[config.mk]
export PLATFORM = sky130hd
export DESIGN_NAME = wdg_recovery
export DESIGN_NICKNAME = d
export VERILOG_FILES = /design/src/rtl/wdg_pkg.sv /design/src/rtl/wdg_regs.sv /design/src/rtl/wdg_key.sv /design/src/rtl/wdg_timer.sv /design/src/rtl/wdg_resp.sv /design/src/rtl/wdg_recovery.sv
export SDC_FILE = /design/constraint.sdc
export NUM_CORES = 1
export LEC_CHECK = 0
export BUFFER_PORTS_ARGS = -buffer_cell sky130_fd_sc_hd__buf_4
export CAP_MARGIN = 20
export CORE_ASPECT_RATIO = 1.25
export CORE_MARGIN = 1
export CORE_UTILIZATION = 50
export CTS_BUF_LIST = sky130_fd_sc_hd__clkbuf_16
export CTS_CLUSTER_DIAMETER = 100
export DETAILED_ROUTE_END_ITERATION = 16
export GPL_ROUTABILITY_DRIVEN = 0
export PLACE_DENSITY = 0.81
export SETUP_SLACK_MARGIN = 0.3
export SYNTH_ARGS = -nofsm -noshare
export SYNTH_HDL_FRONTEND = slang
export SYNTH_SLANG_ARGS = --single-unit
[constraint.sdc]
create_clock -name clk -period 3.4 [get_ports clk]
set_input_delay 0.17 -clock clk [delete_from_list [all_inputs] [get_ports clk]]
set_output_delay 0.17 -clock clk [all_outputs]
set_load 0.01 [all_outputs]
[src/rtl/wdg_pkg.sv]
package wdg_pkg;
  localparam int PER_W   = 2;
  localparam int PERIODS = 1 << PER_W;

  localparam logic [1:0] ADDR_CTL = 2'd0;
  localparam logic [1:0] ADDR_KEY = 2'd1;
  localparam logic [1:0] ADDR_STS = 2'd2;

  localparam logic [7:0] KEY_ARM  = 8'h55;
  localparam logic [7:0] KEY_FIRE = 8'hAA;

  localparam int STS_CAUSE = 0;
  localparam int STS_FAFLG = 1;

  // control register layout, MSB first: prescale, period, force-ack enable,
  // reset mode, enable
  typedef struct packed {
    logic             pre;
    logic [PER_W-1:0] per;
    logic             fa_en;
    logic             rst_mode;
    logic             en;
  } ctl_t;

  localparam int CTL_W = $bits(ctl_t);
endpackage

[src/rtl/wdg_regs.sv]
module wdg_regs
  import wdg_pkg::*;
(
  input  logic       clk,
  input  logic       rst_n,
  input  logic       wr,
  input  logic [1:0] addr,
  input  logic [7:0] wdata,
  input  logic       st_cause,
  input  logic       st_faflg,
  input  logic       st_irq,
  input  logic       st_fta,
  output ctl_t       ctl,
  output logic       key_wr,
  output logic [7:0] key_data,
  output logic       fa_clr,
  output logic [7:0] rdata
);
  ctl_t ctl_q;
  ctl_t wr_val;

  assign wr_val = ctl_t'(wdata[CTL_W-1:0]);

  // enable, period and prescale lock once enable is set; mode bits stay free
  always_ff @(posedge clk or negedge rst_n) begin
    if (!rst_n) begin
      ctl_q <= '0;
    end else if (wr && addr == ADDR_CTL) begin
      ctl_q.rst_mode <= wr_val.rst_mode;
      ctl_q.fa_en    <= wr_val.fa_en;
      if (!ctl_q.en) begin
        ctl_q.en  <= wr_val.en;
        ctl_q.per <= wr_val.per;
        ctl_q.pre <= wr_val.pre;
      end
    end
  end

  assign ctl      = ctl_q;
  assign key_wr   = wr && (addr == ADDR_KEY);
  assign key_data = wdata;
  assign fa_clr   = wr && (addr == ADDR_STS) && wdata[STS_FAFLG];

  always_comb begin
    rdata = '0;
    unique case (addr)
      ADDR_CTL: rdata[CTL_W-1:0] = ctl_q;
      ADDR_STS: rdata[3:0] = {st_fta, st_irq, st_faflg, st_cause};
      default:  rdata = '0;
    endcase
  end
endmodule

[src/rtl/wdg_key.sv]
module wdg_key
  import wdg_pkg::*;
(
  input  logic       clk,
  input  logic       rst_n,
  input  logic       key_wr,
  input  logic [7:0] key_data,
  output logic       svc,
  output logic       armed
);
  logic armed_q;
  logic hit_arm;
  logic hit_fire;

  assign hit_arm  = key_wr && (key_data == KEY_ARM);
  assign hit_fire = key_wr && (key_data == KEY_FIRE);
  assign svc      = hit_fire && armed_q;

  always_ff @(posedge clk or negedge rst_n) begin
    if (!rst_n)       armed_q <= 1'b0;
    else if (hit_arm) armed_q <= 1'b1;
    else if (svc)     armed_q <= 1'b0;
  end

  assign armed = armed_q;
endmodule

[src/rtl/wdg_timer.sv]
module wdg_timer
  import wdg_pkg::*;
#(
  parameter int BASE_LOG2 = 9,
  parameter int STEP_LOG2 = 2,
  parameter int PRE_LOG2  = 9
) (
  input  logic             clk,
  input  logic             rst_n,
  input  logic             en,
  input  logic [PER_W-1:0] per,
  input  logic             pre,
  input  logic             svc,
  output logic             tmo
);
  localparam int CW = BASE_LOG2 + STEP_LOG2 * (PERIODS - 1) + PRE_LOG2 + 1;

  logic [CW-1:0] lim_tab [2][PERIODS];
  logic [CW-1:0] lim;
  logic [CW-1:0] cnt_q;

  // terminal-count minus one for every period and prescale variant
  for (genvar s = 0; s < 2; s++) begin : g_pre
    for (genvar p = 0; p < PERIODS; p++) begin : g_per
      localparam int SH = BASE_LOG2 + STEP_LOG2 * p + (s == 1 ? PRE_LOG2 : 0);
      assign lim_tab[s][p] = (CW'(1) << SH) - CW'(1);
    end
  end

  assign lim = lim_tab[pre][per];
  assign tmo = en && !svc && (cnt_q >= lim);

  always_ff @(posedge clk or negedge rst_n) begin
    if (!rst_n)             cnt_q <= '0;
    else if (!en || svc || tmo) cnt_q <= '0;
    else                    cnt_q <= cnt_q + CW'(1);
  end
endmodule

[src/rtl/wdg_resp.sv]
module wdg_resp (
  input  logic clk,
  input  logic rst_n,
  input  logic por_n,
  input  logic tmo,
  input  logic svc,
  input  logic rst_mode,
  input  logic fa_en,
  input  logic bus_start,
  input  logic fa_clr,
  output logic irq,
  output logic fta,
  output logic rst_req,
  output logic fa_flag,
  output logic cause
);
  logic irq_q, fta_q, req_q, flag_q, cause_q;
  logic tmo_irq, tmo_rst, fa_hit;

  assign tmo_irq = tmo && !rst_mode;
  assign tmo_rst = tmo && rst_mode;
  assign fa_hit  = tmo_irq && irq_q && fa_en;

  always_ff @(posedge clk or negedge rst_n) begin
    if (!rst_n) begin
      irq_q  <= 1'b0;
      fta_q  <= 1'b0;
      req_q  <= 1'b0;
      flag_q <= 1'b0;
    end else begin
      req_q <= tmo_rst;
      if (svc)          irq_q <= 1'b0;
      else if (tmo_irq) irq_q <= 1'b1;
      if (fa_hit)         fta_q <= 1'b1;
      else if (bus_start) fta_q <= 1'b0;
      if (fa_hit)      flag_q <= 1'b1;
      else if (fa_clr) flag_q <= 1'b0;
    end
  end

  always_ff @(posedge clk or negedge por_n) begin
    if (!por_n)       cause_q <= 1'b0;
    else if (tmo_rst) cause_q <= 1'b1;
  end

  assign irq     = irq_q;
  assign fta     = fta_q;
  assign rst_req = req_q;
  assign fa_flag = flag_q;
  assign cause   = cause_q;
endmodule

[src/rtl/wdg_recovery.sv]
module wdg_recovery
  import wdg_pkg::*;
#(
  parameter int BASE_LOG2 = 9,
  parameter int STEP_LOG2 = 2,
  parameter int PRE_LOG2  = 9
) (
  input  logic       clk,
  input  logic       rst_n,
  input  logic       por_n,
  input  logic       reg_wr,
  input  logic [1:0] reg_addr,
  input  logic [7:0] reg_wdata,
  output logic [7:0] reg_rdata,
  input  logic       bus_start,
  output logic       irq,
  output logic       force_ta,
  output logic       rst_req
);
  ctl_t       ctl_q;
  logic       key_wr;
  logic [7:0] key_data;
  logic       fa_clr;
  logic       svc;
  logic       armed;
  logic       tmo;
  logic       fa_flag;
  logic       cause;

  wdg_regs u_regs (
    .clk      (clk),
    .rst_n    (rst_n),
    .wr       (reg_wr),
    .addr     (reg_addr),
    .wdata    (reg_wdata),
    .st_cause (cause),
    .st_faflg (fa_flag),
    .st_irq   (irq),
    .st_fta   (force_ta),
    .ctl      (ctl_q),
    .key_wr   (key_wr),
    .key_data (key_data),
    .fa_clr   (fa_clr),
    .rdata    (reg_rdata)
  );

  wdg_key u_key (
    .clk      (clk),
    .rst_n    (rst_n),
    .key_wr   (key_wr),
    .key_data (key_data),
    .svc      (svc),
    .armed    (armed)
  );

  wdg_timer #(
    .BASE_LOG2 (BASE_LOG2),
    .STEP_LOG2 (STEP_LOG2),
    .PRE_LOG2  (PRE_LOG2)
  ) u_timer (
    .clk   (clk),
    .rst_n (rst_n),
    .en    (ctl_q.en),
    .per   (ctl_q.per),
    .pre   (ctl_q.pre),
    .svc   (svc),
    .tmo   (tmo)
  );

  wdg_resp u_resp (
    .clk       (clk),
    .rst_n     (rst_n),
    .por_n     (por_n),
    .tmo       (tmo),
    .svc       (svc),
    .rst_mode  (ctl_q.rst_mode),
    .fa_en     (ctl_q.fa_en),
    .bus_start (bus_start),
    .fa_clr    (fa_clr),
    .irq       (irq),
    .fta       (force_ta),
    .rst_req   (rst_req),
    .fa_flag   (fa_flag),
    .cause     (cause)
  );
endmodule

### After elaboration in Yosys (flattened, before gate mapping)

Index checks and enable logic that the tools add are counted.

| cells by class | value |
|---|---|
| add/sub/neg operators | 1 |
| magnitude comparators | 3 |
| eq/ne operators | 4 |
| muxes and demuxes | 18 |
| bitwise operators | 3 |
| reduce and logical (&&, ||, !) cells | 24 |

Operators with widths:

| kind | count |
|---|---|
| 100-bit two-way mux | 2 |
| 93-bit two-way mux | 1 |
| 25-bit two-way mux | 3 |
| 25-bit binary-select mux with 2-bit select | 1 |
| 25-bit by 1-bit adder with 25-bit output (second input constant) | 1 |
| 25-bit >= comparator | 1 |
| 1-bit logical AND | 13 |
| 1-bit two-way mux | 9 |
| 8-bit by 7-bit == test with 1-bit output (second input constant) | 1 |
| 8-bit == test (second input constant) | 1 |
| 4-bit case mux with 2 select lines | 1 |
| 2-bit nonzero test | 4 |
| 3-bit >= comparator (second input constant) | 1 |
| 1-bit logical NOT | 3 |
| 2-bit NOT with 3-bit output | 1 |
| 2-bit by 1-bit == test with 1-bit output (second input constant) | 1 |
| 2-bit == test (second input constant) | 1 |
| 2-bit >= comparator (second input constant) | 1 |
| 2-bit logical NOT | 1 |
| 1-bit logical OR | 2 |
| 2-bit two-way mux | 1 |
| 1-bit NOT with 2-bit output | 1 |
| 2-bit AND reduction | 1 |
| 1-bit NOT | 1 |

| word-level totals | value |
|---|---|
| bits in registers | 37 |
| bits of input ports | 15 |
| logic and storage cells | 65 |

### Longest topological paths before layout

Gate-level depths: netlist (run 1).

| depth | value |
|---|---|
| depth in word-level cells | 13 |
| mapped depth | 9 |

### Hierarchy

A second synthesis (run 1) with hierarchy kept.

| second synthesis, totals | value |
|---|---|
| cell total of the unflattened synthesis | 244 |
| area, all modules | 2404.8 µm² |

By module, submodules not included:

| module | instances | cells an instance | area an instance (µm²) | seq. area each (µm²) |
|---|---|---|---|---|
| wdg_timer | 1 | 179 | 1677.9 | 625.6 |
| wdg_regs | 1 | 39 | 440.4 | 150.1 |
| wdg_resp | 1 | 15 | 181.4 | 125.1 |
| wdg_key | 1 | 11 | 105.1 | 25.0 |

### Worst setup path after synthesis (run 1)

No wires, ideal clock.

| timing | value |
|---|---|
| path kind | register to register |
| from | register, netlist name u_regs.ctl[4] |
| to | register u_timer.cnt_q[10] |
| setup time | 80 ps |
| data arrival time | 2411 ps |
| required time | 3320 ps |
| setup slack | 909 ps |
| cell stages (with the launch flop) | 10 |
| period minus slack after synthesis | 2491 ps |
| cells stage by stage | dfrtp_1 o21ai_0 ha_1 and2_4 a221oi_2 o211ai_2 or4_1 buf_6 buf_12 nor3_2 |

| on the way | value |
|---|---|
| longest elaborated chain between the ends | 8 |

RTL lines:

| element | RTL line | RTL |
|---|---|---|
| 2-bit NOT with 3-bit output (implied by the code) | wdg_timer.sv:30 | `assign lim = lim_tab[pre][per];` |
| 25-bit binary-select mux with 2-bit select | wdg_timer.sv:30 |  |
| 25-bit two-way mux (implied by the code) (2 in a row) | wdg_timer.sv:30 |  |
| 25-bit >= comparator | wdg_timer.sv:31 | `assign tmo = en && !svc && (cnt_q >= lim);` |
| 1-bit logical AND | wdg_timer.sv:31 |  |
| 1-bit logical OR | wdg_timer.sv:35 | `else if (!en \|\| svc \|\| tmo) cnt_q <= '0;` |
| 25-bit two-way mux | wdg_timer.sv:35 |  |
| to (signal assigned) | wdg_timer.sv:36 | `else cnt_q <= cnt_q + CW'(1);` |
| to (decl) | wdg_timer.sv:20 | `logic [CW-1:0] cnt_q;` |

No other way between the ends. The select of a mux whose other input is x is not followed.
A chain may end at the register's enable or synchronous reset.

### Worst setup path after layout (run 1)

| timing | value |
|---|---|
| from | register, netlist name u_regs.ctl[4] |
| to | register u_timer.cnt_q[24] |

| on the way | value |
|---|---|
| longest elaborated chain between the ends | 8 |

RTL lines:

| element | RTL line |
|---|---|
| 2-bit NOT with 3-bit output (implied by the code) | wdg_timer.sv:30 |
| 25-bit binary-select mux with 2-bit select | wdg_timer.sv:30 |
| 25-bit two-way mux (implied by the code) (2 in a row) | wdg_timer.sv:30 |
| 25-bit >= comparator | wdg_timer.sv:31 |
| 1-bit logical AND | wdg_timer.sv:31 |
| 1-bit logical OR | wdg_timer.sv:35 |
| 25-bit two-way mux | wdg_timer.sv:35 |

No other way between the ends. The select of a mux whose other input is x is not followed.

==> run_results.csv, run 1 <==
group,metric,value,unit
yosys,ys_seq_elements,37,
clock_tree,post-cts-setup-buffers,0,
power_and_ir_drop,p_leak,0.001368,uW
clock_tree,cts_buffer_depth,2,
critical_path,regToRegSetupSlack,0.56,ns
critical_path,reg2reg_from,"u_regs.ctl[4]",
clock_tree,post_cts_resized,0,
power_and_ir_drop,power.share.clock,48.8,%
run,cap_violations,0,
yosys,synth_edf_count,0,
sta,finClkSkew,0.004035,ns
yosys,yosysSeqAreaShare,37.53,%
global_route,grt_pass1_wl,8763,um
yosys,syn_area,0.002467,sq mm
route,drtIter0Drc,69,
critical_path,r2r-end,"u_timer.cnt_q[24]",
sta,setup_viol,0,
yosys,syn_area_per_cell,10.41,sq um
power_and_ir_drop,p_per_area,382.4,mW/mm^2
sta,grt_setup_unrepaired,"no",
critical_path,cp-end-kind,"register",
cells_and_area,syn_to_final_growth,13.79,%
yosys,ys_types,49,
yosys,synthFlopType,"dfrtp_1",
route,vias,1878,
global_route,antenna_found_initial,0,
cells_and_area,final_area,0.002808,sq mm
yosys,syn_inst,237,
floorplan,core,0.004730,sq mm
critical_path,crit_path_end,"u_timer.cnt_q[24]",
sta,drv_slew,0,
yosys,ys_warn_count,0,
critical_path,path_class,"reg -> reg",
placement,post_dp_cell_area,0.002620,sq mm
cells_and_area,final_util,59.37,%
clock_tree,h-tree-depth,2,
power_and_ir_drop,p_int,836.5,uW
placement,dp_hpwl,3649,um
route,vias_per_cell,5.850,
sta,worst_pin_slew,0.8715,ns
global_route,grt_pass1_vias,1940,
critical_path,cp.arrival,3.02,ns
floorplan,fp.dieArea,0.005221,sq mm
global_route,grt_max_degree,37,
power_and_ir_drop,p_sw_share,22.08,%
status,status,"finished clean",
floorplan,ios,26,
global_route,grt_overflow,0,
power_and_ir_drop,p_seq_share,43.8,%
critical_path,path_max_fanout,25,
clock_tree,clock_latency,0.28,ns
clock_tree,tritoncts,"done",
sta,hold_violations,0,
sta,period_share,83.47,%
cells_and_area,multi_input_area,0.001416,sq mm
cells_and_area,nFillCells,415,
clock_tree,clkTransAtPathRegs,0.06,ns
route,drt-total-wl,5078,um
power_and_ir_drop,p_switching,237.1,uW
clock_tree,cts-root-buf,"clkbuf_16",
clock_tree,cts_sinks,37,
route,routedWlPerCell,15.82,um
route,drtPass1Iterations,4,
cells_and_area,nets,287,
route,drc,0,
cells_and_area,ff_latch_area,925.9,sq um
placement,io_buffer_count,23,
power_and_ir_drop,ir_worst_vdd,0.2956,mV
clock_tree,numCtsBuffers,5,
critical_path,reg2regPathDepth,8,
critical_path,startpoint,"u_regs.ctl[4]",
global_route,grt_usage,22.16,%
critical_path,worstPathRequired,3.58,ns
cells_and_area,antenna_cells,0,
floorplan,rows,28,
sta,max_clock_freq,0.3524,GHz
critical_path,start_kind,"register",
cells_and_area,drive_gt1_share,25.67,%
floorplan,start_util,52.17,%
hold_path,min_path_type,"in -> reg",
power_and_ir_drop,pwr-share-comb,7.3,%
sta,max_slew_margin,41.46,%
floorplan,dieWidth,64.83,um
yosys,async_reset_ff_share,100.0,%
route,ant_nets,0,
floorplan,fp.dieH,80.54,um
sta,fin_setup_tns,0,ns
sta,finalCriticalPeriod,2.838,ns
clock_tree,cts_hold_buf,2,
-- cells by family after synthesis --
| group | after synthesis | share of synthesized area, % |
|---|---|---|
| AND/OR/NAND/NOR | 114 | 30.22 |
| flip-flops | 37 | 37.53 |
| AO/OA/AOI/OAI | 26 | 9.026 |
| XOR/XNOR | 22 | 7.810 |
| buffers and inverters | 16 | 5.223 |
| adder cells (fa/ha/maj) | 12 | 6.085 |
| multiplexers | 9 | 3.955 |
| other | 1 | 0.1520 |
-- worst min path at each step --
| stage | from | endpoint | cells past startpoint |
|---|---|---|---|
| after CTS | reg_wdata[0] | u_regs.ctl[0] | 3 |
| final | reg_wdata[0] | u_regs.ctl[0] | 3 |
| after detailed placement | por_n | u_resp.cause | 1 |
| after global placement | por_n | u_resp.cause | 1 |
| after global routing | reg_wdata[2] | u_regs.ctl[2] | 2 |
| after floorplan | rst_n | u_key.armed | 0 |
-- per-layer routing --
layer	up-vias	GRT usage, %	share of wire [%]
met5	-	0	0
met4	0	8.444	1.5
met3	8	4.830	3.5
met2	43	38.54	52
met1	909	26.28	43
li1	918	-	-
-- cell usage after synthesis, types with 4 or more instances --
library cell  instances  share of area (%)
nor3_1               11                2.2
a21oi_1               5                1.0
mux2i_1               5                2.0
nor4bb_1              4                1.6
nand3_1              11                2.2
and3_1                5                1.3
ha_1                 12                6.1
dfrtp_1              37                 38
nand4_1              10                2.5
inv_1                 4               0.61
xor2_1               15                5.3
nor3_2               22                8.9
nor2_1               14                2.1
xnor2_1               7                2.5
nand2_1              18                2.7
-- layout make-up --
cell class / count / share of cell area [%]
inverter: 4 / 0.5348
multi-input combinational: 185 / 50.45
clock inverter: 3 / 1.515
tap: 60 / 2.674
sequential: 37 / 32.98
clock buffer: 5 / 4.456
timing repair buffer: 27 / 7.398
-- metrics by stage --
stage	power [uW]	cells	hold slack (ns)	worst slack [ns]
2_1_floorplan	518.4	238	-0.1256	0.9088
3_3_place_gp	552.8	311	-0.05409	0.6609
3_5_place_dp	555.3	311	-0.05425	0.6119
4_1_cts	1086	321	0.09141	0.5600
5_1_grt	1110	321	0.1388	0.3907
6_report	1074	321	0.09806	0.5619
-- cell usage in the layout (no fill, tap or decap), types with 7 or more instances in the layout --
cell type,Yosys,routed
nor2_1,14,14
nand3_1,11,11
nor3_2,22,22
xnor2_1,7,7
dfrtp_1,37,37
nand4_1,10,10
xor2_1,15,15
buf_4,3,25
nand2_1,18,18
ha_1,12,12
nor3_1,11,11
-- critical path, cell delays in order, from the launching register on --
cell      delay, ns
dfrtp_1        0.47
o21ai_0        0.33
ha_1           0.32
and2_4         0.18
a221oi_2       0.25
o211ai_2       0.18
or4_1          0.49
buf_4          0.26
nor3_1         0.24
-- state kept, by name, indices dropped and copies added, names as in the netlist --
name            cells
u_resp.rst_req      1
u_timer.cnt_q      25
u_resp.cause        1
u_resp.irq          1
u_resp.fta          1
u_resp.fa_flag      1
u_key.armed         1
u_regs.ctl          6
-- power groups by stage --
stage               Combinational (uW)  Clock (uW)  Sequential (uW)
floorplan                         44.3           0              474
global placement                  75.3           0              478
detailed placement                77.3           0              478
CTS                               79.6         536              470
global route                      88.9         548              473
finish                            78.9         524              470
(Power assumes the default switching activity.)
==> run 2: changes to the inputs <==
--- a/config.mk
+++ b/config.mk
@@ -14,7 +14,7 @@
 export CTS_CLUSTER_DIAMETER = 100
 export DETAILED_ROUTE_END_ITERATION = 16
 export GPL_ROUTABILITY_DRIVEN = 0
-export PLACE_DENSITY = 0.81
+export PLACE_DENSITY = 0.83
 export SETUP_SLACK_MARGIN = 0.3
 export SYNTH_ARGS = -nofsm -noshare
 export SYNTH_HDL_FRONTEND = slang
==> constraint.sdc (replaced) <==
create_clock -name clk -period 2.6 [get_ports clk]
set_input_delay 0.13 -clock clk [delete_from_list [all_inputs] [get_ports clk]]
set_output_delay 0.13 -clock clk [all_outputs]
set_load 0.01 [all_outputs]
==> run_results.csv, run 2 (synthesis gave the netlist of run 1 again) <==
group,metric,value,unit
clock_tree,clkTransAtPathRegs,0.06,ns
clock_tree,tritoncts,"done",
floorplan,fp.dieArea,0.005221,sq mm
sta,drv_slew,0,
placement,io_buffer_count,23,
clock_tree,cts-root-buf,"clkbuf_16",
sta,max_clock_freq,0.4059,GHz
cells_and_area,largest-register,"u_timer.cnt_q",
sta,finalCriticalPeriod,2.464,ns
cells_and_area,drive_gt1_share,35.29,%
critical_path,regToRegSetupSlack,0.14,ns
clock_tree,numCtsBuffers,5,
hold_path,min_path_type,"in -> reg",
sta,worst_pin_slew,0.7009,ns
critical_path,path_class,"reg -> reg",
critical_path,cp-end-kind,"register",
power_and_ir_drop,p_per_area,430.8,mW/mm^2
sta,setup_slack,0.1364,ns
global_route,grt_max_degree,37,
critical_path,max_stage_delay,0.61,ns
cells_and_area,final_common_cell,"dfrtp_1",
cells_and_area,final_cell_mix,"34 x dfrtp_1, 32 x buf_4, 24 x nor3_2, 18 x nand2_1, 15 x xor2_1",
critical_path,worstPathRequired,2.79,ns
global_route,grt_overflow,0,
sta,hold_violations,0,
critical_path,cpMaxStageDelayCell,"or4_4",
status,status,"finished clean",
sta,setup_viol,0,
cells_and_area,multi_input_area,0.001531,sq mm
floorplan,fp.dieH,80.54,um
route,ant_nets,0,
sta,finClkSkew,0.005379,ns
clock_tree,cts_buffer_depth,2,
route,drt-total-wl,5648,um
floorplan,dieWidth,64.83,um
placement,dp_slack,0.09307,ns
clock_tree,cts_sinks,37,
global_route,grt_usage,21.95,%
clock_tree,h-tree-depth,2,
run,cap_violations,0,
sta,fin_setup_tns,0,ns
sta,grt_setup_unrepaired,"yes",
route,drtPass1Iterations,4,
cells_and_area,largest_reg_flops,25,
global_route,antenna_found_initial,0,
critical_path,startpoint,"u_regs.ctl[4]",
route,vias,1981,
clock_tree,clock_latency,0.28,ns
route,drc,0,
sta,hold_ws,0.06937,ns
cells_and_area,nFillCells,354,
route,drtIter0Drc,87,
placement,dp_hpwl,3583,um
floorplan,start_util,52.17,%
floorplan,rows,28,
power_and_ir_drop,p_leak,0.001359,uW
critical_path,reg2reg_from,"u_regs.ctl[4]",
floorplan,ios,26,
route,routedWlPerCell,17.01,um
critical_path,path_max_fanout,7,
hold_path,min_from,"reg_wdata[0]",
cells_and_area,ff_latch_area,929.6,sq um
cells_and_area,antenna_cells,0,
global_route,grt_pass1_vias,1887,
route,vias_per_cell,5.967,
global_route,grt_pass1_wl,8652,um
cells_and_area,syn_to_final_growth,23.38,%
critical_path,crit_chain,"o21ai_4, ha_1, and2_4, a221oi_2, o211ai_2, or4_4, buf_12, nor3_1",
critical_path,cp.arrival,2.65,ns
power_and_ir_drop,p_total,1311,uW
cells_and_area,nets,298,
sta,period_share,94.75,%
critical_path,start_kind,"register",
floorplan,core,0.004730,sq mm
sta,max_slew_margin,52.91,%
power_and_ir_drop,ir_worst_vdd,0.3286,mV
run 2: cell types whose count changed in the layout (fill, tap and decap cells not counted), moves of 2 or more:
cell	previous run	this run
nor3_1	11	9
inv_1	5	3
buf_4	25	32
a2111oi_0	2	0
clkinv_2	0	2
clkbuf_16	5	7
dfrtp_2	0	3
buf_12	0	2
dfrtp_1	37	34
nor3_2	22	24
ha_1	12	10
run 2: per-stage QoR:
step | std cells | area [sq um] | util (%)
2_1_floorplan | 238 | 2484 | -
3_3_place_gp | 314 | 2680 | 56.67
3_5_place_dp | 314 | 2680 | 56.67
4_1_cts | 329 | 2902 | 61.35
5_1_grt | 332 | 3044 | 64.37
6_report | 332 | 3044 | 64.37
run 2: per-layer routing:
layer | share of wire (%) | track usage [%] | vias to the layer above
met1 | 41 | 23.41 | 970
met2 | 53 | 40.52 | 62
met3 | 3.8 | 5.114 | 15
li1 | - | - | 934
met4 | 2.8 | 9.333 | 0
met5 | 0 | 0 | -
run 2: timing repair:
item / 4_1_cts / 5_1_grt
pin swaps: 0 / 6
setup endpoints to repair: 26 / 30
hold buffers: 2 / 0
cloned: 0 / 2
resized for setup: 5 / 14
hold endpoints to repair: 37 / 0
buffers inserted: 5 / 1
run 2: final timing paths:
kind                                    end  cells after the start
hold / removal                u_regs.ctl[0]                      3
min in group asynchronous      u_resp.cause                      2
setup / recovery           u_timer.cnt_q[2]                      8
max in group asynchronous     u_regs.ctl[5]                      2
setup reg to reg           u_timer.cnt_q[2]                      8
hold reg to reg            u_timer.cnt_q[0]                      1
run 2: layout make-up:
cell class / instances / share of cell area [%]
clock buffer: 5 / 4.110
clock inverter: 3 / 0.5754
inverter: 4 / 0.4932
multi-input combinational: 185 / 50.31
sequential: 37 / 30.54
tap: 60 / 2.466
timing repair buffer: 38 / 11.51
run 2: power breakdown:
| part | switching, uW | internal, uW |
|---|---|---|
| Sequential | 21.4 | 594 |
| Clock | 234 | 351 |
| Combinational | 55.7 | 55.8 |
run 2: critical path: cells and delay by family, from the launching register on:
kind	cells	cell delay, ns
AOI/OAI and AO/OA	3	0.51
adders and majority gates	1	0.27
buffers and inverters	1	0.18
DFF	1	0.46
and+or+nand+nor	3	0.94
==> run 3: changes to the inputs <==
--- a/config.mk
+++ b/config.mk
@@ -5,7 +5,7 @@
 export SDC_FILE = /design/constraint.sdc
 export NUM_CORES = 1
 export LEC_CHECK = 0
-export BUFFER_PORTS_ARGS = -buffer_cell sky130_fd_sc_hd__buf_4
+export BUFFER_PORTS_ARGS = -buffer_cell sky130_fd_sc_hd__buf_2
 export CAP_MARGIN = 20
 export CORE_ASPECT_RATIO = 1.25
 export CORE_MARGIN = 1
==> run_results.csv, run 3 (synthesis gave the netlist of run 1 again) <==
group,metric,value,unit
placement,dp_slack,0.05115,ns
global_route,antenna_found_initial,0,
sta,setup_slack,0.1206,ns
global_route,use_met1,27.17,%
critical_path,crit_buf_inv,3,
cells_and_area,syn_to_final_growth,26.42,%
placement,placed_cells,313,
hold_path,hold_depth,3,
global_route,grt_max_degree,37,
floorplan,fp.dieH,80.54,um
clock_tree,clock_latency,0.29,ns
sta,finClkSkew,0.004747,ns
cells_and_area,drive_gt1_share,36.13,%
critical_path,reg2reg_from,"u_regs.ctl[4]",
sta,finalCriticalPeriod,2.479,ns
critical_path,start_kind,"register",
route,drt-total-wl,6368,um
placement,dp_hpwl,3617,um
sta,fin_setup_tns,0,ns
floorplan,rows,28,
global_route,grt_use_met2,40.42,%
critical_path,max_stage_delay,0.50,ns
global_route,grt_usage,22.70,%
sta,drv_slew,0,
route,vias,2056,
critical_path,worstPathRequired,2.81,ns
sta,max_slew_margin,44.95,%
cells_and_area,nets,300,
critical_path,crit_chain,"buf_4, buf_4, nor3_2, mux2i_2, nor4b_4, or4_4, buf_12, nor3b_2",
power_and_ir_drop,p_leak,0.001381,uW
cells_and_area,final_common_cell,"dfrtp_1",
critical_path,cp-end-kind,"register",
global_route,grt_pass1_wl,9045,um
sta,setup_viol,0,
placement,io_buffer_count,23,
cells_and_area,antenna_cells,0,
global_route,grt_overflow,0,
global_route,grt_pass1_vias,1945,
route,ant_nets,0,
critical_path,regToRegSetupSlack,0.12,ns
hold_path,min_path_type,"in -> reg",
floorplan,core,0.004730,sq mm
clock_tree,cts-root-buf,"clkbuf_16",
sta,max_clock_freq,0.4033,GHz
clock_tree,clkTransAtPathRegs,0.06,ns
clock_tree,cts_buffer_depth,2,
sta,period_share,95.36,%
global_route,top_usage_layer,"met2",
cells_and_area,stdcell_count,334,
clock_tree,h-tree-depth,2,
power_and_ir_drop,ir_worst_vdd,0.4684,mV
sta,worst_pin_slew,0.8257,ns
floorplan,start_util,52.17,%
status,status,"finished clean",
hold_path,min_from,"reg_wdata[5]",
critical_path,path_max_fanout,7,
run,cap_violations,0,
floorplan,fp.dieArea,0.005221,sq mm
cells_and_area,largest_reg_flops,25,
critical_path,r2r-end,"u_timer.cnt_q[1]",
critical_path,reg2regPathDepth,8,
critical_path,cpMaxStageDelayCell,"or4_4",
critical_path,path_class,"reg -> reg",
global_route,use_met3,4.261,%
cells_and_area,final_cell_mix,"34 x dfrtp_1, 23 x buf_2, 18 x nand2_1, 17 x nor3_2, 15 x xor2_1",
route,vias_per_cell,6.156,
clock_tree,cts_sinks,37,
hold_path,holdPathEnd,"u_regs.ctl[5]",
route,drtIter0Drc,97,
critical_path,cp.arrival,2.68,ns
power_and_ir_drop,p_per_area,494.2,mW/mm^2
power_and_ir_drop,p_total,1541,uW
clock_tree,tritoncts,"done",
clock_tree,numCtsBuffers,5,
critical_path,cpMostUsedCell,"buf_4",
critical_path,cp_top_family,"simple AND/OR/NAND/NOR gates",
cells_and_area,largest-register,"u_timer.cnt_q",
route,drtPass1Iterations,4,
sta,grt_setup_unrepaired,"yes",
floorplan,ios,26,
sta,hold_violations,0,
floorplan,dieWidth,64.83,um
route,routedWlPerCell,19.07,um
route,drc,0,
-- run 3: what timing repair did --
item | in CTS | in global routing
gates cloned | 0 | 2
buffers inserted | 6 | 3
setup endpoints to repair | 27 | 30
resized for setup | 7 | 22
endpoints found under the hold margin | 37 | 0
pin swaps | 1 | 8
hold buffers | 2 | 0
-- run 3: stage by stage --
stage / hold slack (ns) / cell area (sq um) / utilization, %
3_3_place_gp: -0.09194 / 2615 / 55.29
4_1_cts: 0.08090 / 2907 / 61.46
6_report: 0.08167 / 3119 / 65.95
3_5_place_dp: -0.09057 / 2615 / 55.29
2_1_floorplan: -0.1656 / 2484 / -
5_1_grt: 0.1106 / 3119 / 65.95
-- run 3: worst reg2reg max path: stages (launching register included) --
cell,delay (ns)
dfrtp_2,0.46
buf_4,0.16
buf_4,0.13
nor3_2,0.33
mux2i_2,0.38
nor4b_4,0.09
or4_4,0.50
buf_12,0.19
nor3b_2,0.17
-- run 3: final cells by class --
| cell class | count | area [sq um] |
|---|---|---|
| sequential | 37 | 929.6 |
| tap | 60 | 75.07 |
| timing repair buffer | 40 | 311.5 |
| clock inverter | 3 | 68.82 |
| clock buffer | 5 | 125.1 |
| fill | 350 | 1610 |
| multi-input combinational | 185 | 1594 |
| inverter | 4 | 15.01 |
-- run 3: routing by layer --
layer	share of wire [%]	wire [um]
met3	5.2	331
met1	38	2441
met4	3.2	204
met2	53	3390
met5	0	0
-- run 3: worst max-delay path by stage --
stage,start,end,slack [ns],cells past startpoint
after global placement,u_regs.ctl[5],u_timer.cnt_q[1],0.13,8
after detailed placement,u_regs.ctl[3],u_timer.cnt_q[24],0.05,8
after global routing,u_regs.ctl[5],u_timer.cnt_q[22],0.05,8
after floorplan,u_regs.ctl[3],u_timer.cnt_q[9],0.26,9
final,u_regs.ctl[4],u_timer.cnt_q[1],0.12,8
after CTS,u_regs.ctl[5],u_timer.cnt_q[2],0.18,8
-- run 3: power breakdown --
part,total [uW],switching (uW),internal [uW]
Sequential,615,21.8,593
Clock,815,261,553
Combinational,112,60.9,51.0
